==> config.mk <==
export PLATFORM = sky130hd
export DESIGN_NAME = mar_attr_resolver
export DESIGN_NICKNAME = d
export VERILOG_FILES = /design/src/rtl/mar_pkg.sv /design/src/rtl/mar_cfg_regs.sv /design/src/rtl/mar_region_match.sv /design/src/rtl/mar_prio_select.sv /design/src/rtl/mar_attr_resolver.sv
export SDC_FILE = /design/constraint.sdc
export NUM_CORES = 1
export LEC_CHECK = 0
export CORE_ASPECT_RATIO = 0.5
export CORE_MARGIN = 2
export CORE_UTILIZATION = 65
export CTS_BUF_LIST = sky130_fd_sc_hd__clkbuf_8
export CTS_CLUSTER_DIAMETER = 200
export DETAILED_ROUTE_END_ITERATION = 10
export DONT_BUFFER_PORTS = 1
export PLACE_DENSITY = 0.85
export SLEW_MARGIN = 15
export SYNTH_ARGS = -nofsm -noshare
export SYNTH_HDL_FRONTEND = slang
export SYNTH_SLANG_ARGS = --single-unit
==> constraint.sdc <==
create_clock -name clk -period 3.7 [get_ports clk]
set_input_delay 0.74 -clock clk [delete_from_list [all_inputs] [get_ports clk]]
set_output_delay 0.74 -clock clk [all_outputs]
set_load 0.1 [all_outputs]
==> src/rtl/mar_pkg.sv <==
// Shared types for the attribute resolver.
// Assumes attribute fields sit contiguously in configuration words.
package mar_pkg;
    typedef struct packed {
        logic wprot;
        logic precise;
        logic cacheable;
    } attr_t;

    typedef enum logic [1:0] {
        SRC_DEF = 2'b00,
        SRC_R0  = 2'b01,
        SRC_R1  = 2'b10
    } src_e;

    localparam logic [1:0] SEL_R0  = 2'd0;
    localparam logic [1:0] SEL_R1  = 2'd1;
    localparam logic [1:0] SEL_DEF = 2'd2;
endpackage

==> src/rtl/mar_cfg_regs.sv <==
// Holds the region descriptors and the default attribute set.
// Assumes one write per cycle; a write is visible from the next cycle.
module mar_cfg_regs
    import mar_pkg::*;
#(
    parameter int CMP_W  = 8,
    parameter int DATA_W = 32,
    parameter int NREG   = 2
) (
    input  logic              clk,
    input  logic              rst_n,
    input  logic              cfg_we,
    input  logic [1:0]        cfg_sel,
    input  logic [DATA_W-1:0] cfg_wdata,
    output logic [CMP_W-1:0]  reg_base [NREG],
    output logic [CMP_W-1:0]  reg_mask [NREG],
    output logic              reg_en   [NREG],
    output attr_t             reg_attr [NREG],
    output attr_t             def_attr
);
    localparam int MASK_LO = CMP_W;
    localparam int EN_BIT  = 2 * CMP_W;
    localparam int ATTR_LO = EN_BIT + 1;
    localparam int ATTR_W  = $bits(attr_t);

    generate
        for (genvar g = 0; g < NREG; g++) begin : g_reg
            // Load one region descriptor when selected.
            always_ff @(posedge clk) begin
                if (!rst_n) begin
                    reg_base[g] <= '0;
                    reg_mask[g] <= '0;
                    reg_en[g]   <= 1'b0;
                    reg_attr[g] <= '0;
                end else if (cfg_we && cfg_sel == 2'(g)) begin
                    reg_base[g] <= cfg_wdata[CMP_W-1:0];
                    reg_mask[g] <= cfg_wdata[MASK_LO +: CMP_W];
                    reg_en[g]   <= cfg_wdata[EN_BIT];
                    reg_attr[g] <= attr_t'(cfg_wdata[ATTR_LO +: ATTR_W]);
                end
            end
        end
    endgenerate

    // Load the default attribute set when selected.
    always_ff @(posedge clk) begin
        if (!rst_n) begin
            def_attr <= '0;
        end else if (cfg_we && cfg_sel == SEL_DEF) begin
            def_attr <= attr_t'(cfg_wdata[ATTR_LO +: ATTR_W]);
        end
    end

    // a region that has just been disabled reports itself disabled.
    p_disable_lands_r6: assert property (@(posedge clk) disable iff (!rst_n)
        (cfg_we && cfg_sel == SEL_R0 && !cfg_wdata[EN_BIT]) |=> !reg_en[0]);
endmodule

==> src/rtl/mar_region_match.sv <==
// Compares the top address bits with one region's base under its mask.
// Assumes a set mask bit means "don't care"; a disabled region never hits.
module mar_region_match #(
    parameter int ADDR_W = 32,
    parameter int CMP_W  = 8
) (
    input  logic [ADDR_W-1:0] addr,
    input  logic [CMP_W-1:0]  base,
    input  logic [CMP_W-1:0]  mask,
    input  logic              en,
    output logic              hit
);
    logic [CMP_W-1:0] diff;

    // Flag differing bits that the mask does not excuse.
    always_comb begin
        diff = (addr[ADDR_W-1 -: CMP_W] ^ base) & ~mask;
        hit  = en && (diff == '0);
    end
endmodule

==> src/rtl/mar_prio_select.sv <==
// Picks the lowest-numbered hitting region, else the default set.
// Assumes NREG + 1 source codes fit in two bits.
module mar_prio_select
    import mar_pkg::*;
#(
    parameter int NREG = 2
) (
    input  logic [NREG-1:0] hit,
    input  attr_t           reg_attr [NREG],
    input  attr_t           def_attr,
    output attr_t           attr,
    output logic [1:0]      src,
    output logic [NREG-1:0] grant
);
    // Walk from lowest priority to highest so the highest wins.
    always_comb begin
        attr  = def_attr;
        src   = SRC_DEF;
        grant = '0;
        for (int i = NREG - 1; i >= 0; i--) begin
            if (hit[i]) begin
                attr     = reg_attr[i];
                src      = 2'(i + 1);
                grant    = '0;
                grant[i] = 1'b1;
            end
        end
    end
endmodule

==> src/rtl/mar_attr_resolver.sv <==
// Resolves the effective attributes of each memory reference.
// Assumes requests are single-cycle and the answer is taken one cycle later.
module mar_attr_resolver
    import mar_pkg::*;
#(
    parameter int ADDR_W = 32,
    parameter int DATA_W = 32,
    parameter int CMP_W  = 8
) (
    input  logic              clk,
    input  logic              rst_n,
    input  logic              cfg_we,
    input  logic [1:0]        cfg_sel,
    input  logic [DATA_W-1:0] cfg_wdata,
    input  logic              req_valid,
    input  logic [ADDR_W-1:0] req_addr,
    input  logic              req_write,
    input  logic              req_dbg,
    output logic              rsp_valid,
    output logic              rsp_cacheable,
    output logic              rsp_precise,
    output logic              rsp_wprot,
    output logic              rsp_wviol,
    output logic [1:0]        rsp_src,
    output logic              rsp_dbg
);
    localparam int NREG = 2;

    logic [CMP_W-1:0] reg_base [NREG];
    logic [CMP_W-1:0] reg_mask [NREG];
    logic             reg_en   [NREG];
    attr_t            reg_attr [NREG];
    attr_t            def_attr;
    logic [NREG-1:0]  hit;
    logic [NREG-1:0]  grant;
    attr_t            sel_attr;
    logic [1:0]       sel_src;

    mar_cfg_regs #(.CMP_W(CMP_W), .DATA_W(DATA_W), .NREG(NREG)) u_cfg (
        .clk       (clk),
        .rst_n     (rst_n),
        .cfg_we    (cfg_we),
        .cfg_sel   (cfg_sel),
        .cfg_wdata (cfg_wdata),
        .reg_base  (reg_base),
        .reg_mask  (reg_mask),
        .reg_en    (reg_en),
        .reg_attr  (reg_attr),
        .def_attr  (def_attr)
    );

    generate
        for (genvar g = 0; g < NREG; g++) begin : g_match
            mar_region_match #(.ADDR_W(ADDR_W), .CMP_W(CMP_W)) u_match (
                .addr (req_addr),
                .base (reg_base[g]),
                .mask (reg_mask[g]),
                .en   (reg_en[g]),
                .hit  (hit[g])
            );
        end
    endgenerate

    mar_prio_select #(.NREG(NREG)) u_prio (
        .hit      (hit),
        .reg_attr (reg_attr),
        .def_attr (def_attr),
        .attr     (sel_attr),
        .src      (sel_src),
        .grant    (grant)
    );

    // Register the valid flag every cycle.
    always_ff @(posedge clk) begin
        if (!rst_n) rsp_valid <= 1'b0;
        else        rsp_valid <= req_valid;
    end

    // Capture the resolved answer for a presented request.
    always_ff @(posedge clk) begin
        if (!rst_n) begin
            rsp_cacheable <= 1'b0;
            rsp_precise   <= 1'b0;
            rsp_wprot     <= 1'b0;
            rsp_wviol     <= 1'b0;
            rsp_src       <= SRC_DEF;
            rsp_dbg       <= 1'b0;
        end else if (req_valid) begin
            rsp_cacheable <= sel_attr.cacheable;
            rsp_precise   <= sel_attr.precise;
            rsp_wprot     <= sel_attr.wprot;
            rsp_wviol     <= req_write && sel_attr.wprot;
            rsp_src       <= sel_src;
            rsp_dbg       <= req_dbg;
        end
    end

    // one response for each request, one cycle later.
    p_valid_follows_r8: assert property (@(posedge clk) disable iff (!rst_n)
        req_valid |=> rsp_valid);
    p_no_spurious_r8: assert property (@(posedge clk) disable iff (!rst_n)
        !req_valid |=> !rsp_valid);
    // at most one region is granted.
    p_single_grant_r4: assert property (@(posedge clk) disable iff (!rst_n)
        $onehot0(grant));
    // a disabled region never hits.
    p_disabled_nohit_r6: assert property (@(posedge clk) disable iff (!rst_n)
        !reg_en[1] |-> !hit[1]);
    // the unused source code never leaves the block.
    p_src_legal_r5: assert property (@(posedge clk) disable iff (!rst_n)
        rsp_valid |-> rsp_src != 2'b11);
    // a violation implies the protect attribute.
    p_wviol_prot_r7: assert property (@(posedge clk) disable iff (!rst_n)
        (rsp_valid && rsp_wviol) |-> rsp_wprot);
    // a read request never reports a violation.
    p_read_clean_r7: assert property (@(posedge clk) disable iff (!rst_n)
        (req_valid && !req_write) |=> !rsp_wviol);
endmodule

# Word level (Yosys, flattened, before mapping)

Index checks and enable logic that the tools add are counted.

Flip-flop bits (word level): 51
Input port bits: 72
Output and inout port bits: 8
Word-level logic and storage cells: 43

Equality and inequality tests: 2
Muxes and demuxes: 4
Bitwise logic cells: 6
Reductions and logical operators: 9

Operator list:

| operator                                            | count |
|---|---|
| AND 8 bit                                           | 2 |
| zero test 8 bit                                     | 2 |
| inverter 8 bit                                      | 2 |
| bitwise XOR 8 bit                                   | 2 |
| logical AND 1 bit                                   | 6 |
| 2-to-1 mux 3 bit                                    | 2 |
| 2-to-1 mux 2 bit                                    | 2 |
| equality test 2 x 1 -> 1 bit, second input constant | 1 |
| equality test 2 bit, second input constant          | 1 |
| zero test 2 bit                                     | 1 |

# Depth between registers and ports, before layout

Depth in word-level cells: 7
Mapped depth: 7
Gate-level depth less buffers: 6

# Hierarchy

Synthesis repeated with hierarchy kept, for this count alone.

Cells, all modules: 231
Area total of the unflattened synthesis: 2227.1 um2

By module, submodules not included:

| module            | times used | cells each | area each (um2) | seq. area each (um2) |
|---|---|---|---|---|
| mar_cfg_regs      | 1          | 163        | 1620.3          | 860.8 |
| mar_attr_resolver | 1          | 25         | 294.0           | 160.2 |
| mar_region_match  | 2          | 15         | 113.9           | 0.0 |
| mar_prio_select   | 1          | 13         | 85.1            | 0.0 |

# Worst setup path before layout

No wires, ideal clock.

Path type: in2reg
Start point: input req_addr[26]
End point: register rsp_wviol
Library setup time: 0.087 ns
Arrival: 1.806 ns
Data required time: 3.613 ns
Slack: 1.807 ns
Stages: 6
Buffers on the path: 0
Cell sequence: xnor2_1 o22ai_1 or3_4 nor3_4 a211oi_1 o31ai_1

Word-level cells in the longest chain between the ends: 7
Elaborated cells between the ends (all ways): 11
Those cells by class: mux: 2; bitwise: 4; reduce/logical: 5

RTL lines:

| item                 | RTL line                | text |
|---|---|---|
| from (decl)          | mar_attr_resolver.sv:16 | `input logic [ADDR_W-1:0] req_addr,` |
| bitwise XOR 8 bit    | mar_region_match.sv:17  | `diff = (addr[ADDR_W-1 -: CMP_W] ^ base) & ~mask;` |
| AND 8 bit            | mar_region_match.sv:17  |  |
| zero test 8 bit      | mar_region_match.sv:18  | `hit = en && (diff == '0);` |
| logical AND 1 bit    | mar_region_match.sv:18  |  |
| 2-to-1 mux 3 bit     | mar_prio_select.sv:21   | `if (hit[i]) begin` |
| 2-to-1 mux 3 bit *   | mar_prio_select.sv:21   |  |
| logical AND 1 bit *  | mar_attr_resolver.sv:92 | `rsp_wviol <= req_write && sel_attr.wprot;` |
| to (signal assigned) | mar_attr_resolver.sv:92 |  |
| to (decl)            | mar_attr_resolver.sv:23 | `output logic rsp_wviol,` |

Mark *: on every way between the ends. The rest lies on a longest branch, timed or not.
A chain may end at the register's enable or synchronous reset.

# Worst setup path in the final report

Start point: register rsp_wprot
End point: output rsp_wprot

RTL lines:

| item                   | RTL line                | text |
|---|---|---|
| from (decl)            | mar_attr_resolver.sv:22 | `output logic rsp_wprot,` |
| from (signal assigned) | mar_attr_resolver.sv:91 | `rsp_wprot <= sel_attr.wprot;` |

No word-level cell between the ends.

==> metrics.md <==
| Metric | Value |
|---|---|
| R2r endpoint | rsp_wprot |
| Pin count of the biggest net entering global routing | 55 |
| Setup violators final | 0 |
| Max-slew violations | 0 |
| 1st-iter DRT viols | 69 |
| Width of the die | 86.2 um |
| Worst-Skew Late Latency | 300 ps |
| Vias in the first global route | 1561 |
| Fillers | 243 |
| Tcrit/Tclk final | 0.544 |
| Ys Warns | 0 |
| Sequential area share after synthesis | 0.465 |
| Vias per cell | 5.73 |
| Worst EP arrival | 1270 ps |
| Initial Util | 0.704 |
| Hold buffers post-CTS | 0 |
| Worst min path class | flip-flop to flip-flop |
| Area of the core | 3120 sq um |
| Power Density | 477 nW/um^2 |
| GRT Total Usage | 0.242 |
| Status | complete, no violations |
| Inst Count DP | 280 |
| Multi-input logic area | 1110 sq um |
| Syn Area/Cell | 8.61 sq um |
| 1st-pass router iterations | 4 |
| Top Ports | 80 |
| Flop and latch count out of synthesis | 51 |
| FF/Latch Area | 1020 sq um |
| Worst Path Max Fanout | 2 |
| Post_cts resized | 0 |
| First-pass GRT wire length | 7120 um |
| Worst R2R Setup Slack | 1980 ps |
| Setup ws final | 1690 ps |
| Tot Pwr | 1.11 mW |
| Worst Setup Path Type | flip-flop to primary output |
| Detail Route Antenna Nets | 0 |
| GRT overflow | 0 |
| Ant diodes | 0 |
| Peak supply drop | 0.300 mV |
| Clock transition at the registers of the reported paths | 90 ps |
| R2R cell count | 6 |
| WHS Endpoint | u_cfg.reg_mask[13] |
| Pre-CTS WS | 1570 ps |
| CP Data Required Time | 2960 ps |
| Min Hold Slack | 456 ps |
| F_max | 497 MHz |
| WHS Path Cells | 2 |
| Hold Violations, Final | 0 |
| Area grow syn2layout | 6.27% |
| Die area | 3890 sq um |
| WL/cell | 15.1 um |
| CTS buffer count | 5 |
| Synth Net Count | 327 |
| DRC viols | 0 |
| Synthesized cell area | 2200 sq um |
| RSZ-0062 raised after global routing | no |
| Non-Filler Instances | 288 |
| Synth unique cells | 29 |
| Max-cap check violation count | 0 |
| CTS Root Cell | clkbuf_8 |
| Fin crit period | 2010 ps |
| Clock sinks | 51 |
| GP Congestion | 0.790 |
| Post-detail-place hpwl | 2950 um |
| Antenna violations before repair | 0 |
| Setup bufs post-CTS | 0 |
| Share of cells above drive strength 1 | 0.0484 |
| P_leak | 0.793 nW |
| Post-Synthesis Cells | 255 |
| Nets | 319 |
| CTS tree | built |
| Clk buf depth | 2 |
| Crit path launch type | flip-flop |
| Die height | 45.1 um |
| TNS Setup | 0 ps |
| DR vias | 1649 |
| FF-to-FF Start | u_cfg.reg_base[13] |
| HP Start | u_cfg.reg_mask[13] |
| Critical Path End Type | primary output |
| Worst Tran Pin Value | 970 ps |
| Routed WL | 4360 um |
| FP Rows | 14 |
| PortBufs | 0 |
| Max-slew headroom | 0.353 |
| Clock Skew | 5.68 ps |
| H-tree depth | 2 |
-- stage by stage --
stage,utilization,instance area [sq um]
3_3_place_gp,0.705,2200
5_1_grt,0.748,2330
4_1_cts,0.748,2330
3_5_place_dp,0.705,2200
6_report,0.748,2330
2_1_floorplan,-,2200
-- metal layers --
| layer | global-route usage | wire (um) |
|---|---|---|
| met3 | 0.0786 | 352 |
| met4 | 0.0625 | 31 |
| met1 | 0.320 | 2040 |
| met2 | 0.392 | 1940 |
| met5 | 0 | 0 |
-- worst max-delay path by stage --
stage            startpoint        end  slack [ps]  cells after the start
6_report          rsp_wprot  rsp_wprot        1690                      0
3_5_place_dp   req_addr[29]  rsp_wprot        1570                      6
4_1_cts           rsp_wprot  rsp_wprot        1680                      0
5_1_grt             rsp_dbg    rsp_dbg        1650                      0
3_3_place_gp   req_addr[26]  rsp_wviol        1630                      6
2_1_floorplan  req_addr[26]  rsp_wviol        1810                      6
-- Yosys cell counts --
cell | n | area share
and3b_1 | 1 | 0.0040
nor4_1 | 1 | 0.0029
nand3b_1 | 7 | 0.024
nor3_1 | 1 | 0.0023
nand2b_1 | 2 | 0.0057
o22ai_1 | 6 | 0.017
o211ai_1 | 2 | 0.0068
o31ai_1 | 2 | 0.0068
buf_2 | 1 | 0.0023
inv_1 | 1 | 0.0017
nor3_4 | 1 | 0.0074
nor2_1 | 3 | 0.0051
nor2b_1 | 5 | 0.014
nand2_1 | 81 | 0.14
nand3_1 | 1 | 0.0023
nand4_1 | 2 | 0.0057
dfxtp_1 | 51 | 0.46
nor3b_1 | 1 | 0.0034
or3_4 | 1 | 0.0051
o21ai_1 | 1 | 0.0023
and2_1 | 1 | 0.0029
or3b_1 | 1 | 0.0040
clkbuf_1 | 15 | 0.026
a211oi_1 | 1 | 0.0034
xnor2_1 | 16 | 0.064
mux2i_1 | 7 | 0.032
a21boi_0 | 1 | 0.0034
a21boi_1 | 41 | 0.14
o21ai_0 | 1 | 0.0023
-- state kept, by name, summed over array words and instances, names as in the netlist, 2 cells and up --
name,flops
u_cfg.def_attr,3
u_cfg.reg_mask,16
rsp_src,2
u_cfg.reg_attr,6
u_cfg.reg_en,2
u_cfg.reg_base,16
-- where the power goes --
group,switching (mW),internal (mW),leakage (nW)
registers,0.0229,0.566,0.414
logic,0.0341,0.0356,0.314
clock network,0.186,0.270,0.0644
-- final cells by class --
| class | instances | area share |
|---|---|---|
| clock buffers | 5 | 0.0295 |
| clock inverters | 3 | 0.0290 |
| inverters | 1 | 0.00161 |
| multi-input cells | 187 | 0.478 |
| flip-flops and latches | 51 | 0.438 |
| well taps | 40 | 0.0214 |
| repair buffers | 1 | 0.00322 |
-- layout by cell type (no fill, tap or decap), types with 2 or more instances in the layout --
| master | synthesis | routed |
|---|---|---|
| a21boi_1 | 41 | 41 |
| bufinv_16 | 0 | 2 |
| clkbuf_8 | 0 | 5 |
| dfxtp_1 | 51 | 51 |
| mux2i_1 | 7 | 7 |
| nand2_1 | 81 | 81 |
| nand2b_1 | 2 | 2 |
| nand3b_1 | 7 | 7 |
| nand4_1 | 2 | 2 |
| nor2_1 | 3 | 3 |
| nor2b_1 | 5 | 5 |
| o211ai_1 | 2 | 2 |
| o22ai_1 | 6 | 6 |
| o31ai_1 | 2 | 2 |
| xnor2_1 | 16 | 16 |
-- kinds of logic after synthesis --
family | count (synthesis) | synth area share
XOR/XNOR | 16 | 0.0638
multiplexers | 7 | 0.0319
buffers and inverters | 17 | 0.0296
flip-flops | 51 | 0.465
AND/OR/NAND/NOR | 109 | 0.227
AO/OA/AOI/OAI | 55 | 0.182
(Power assumes the default switching activity.)
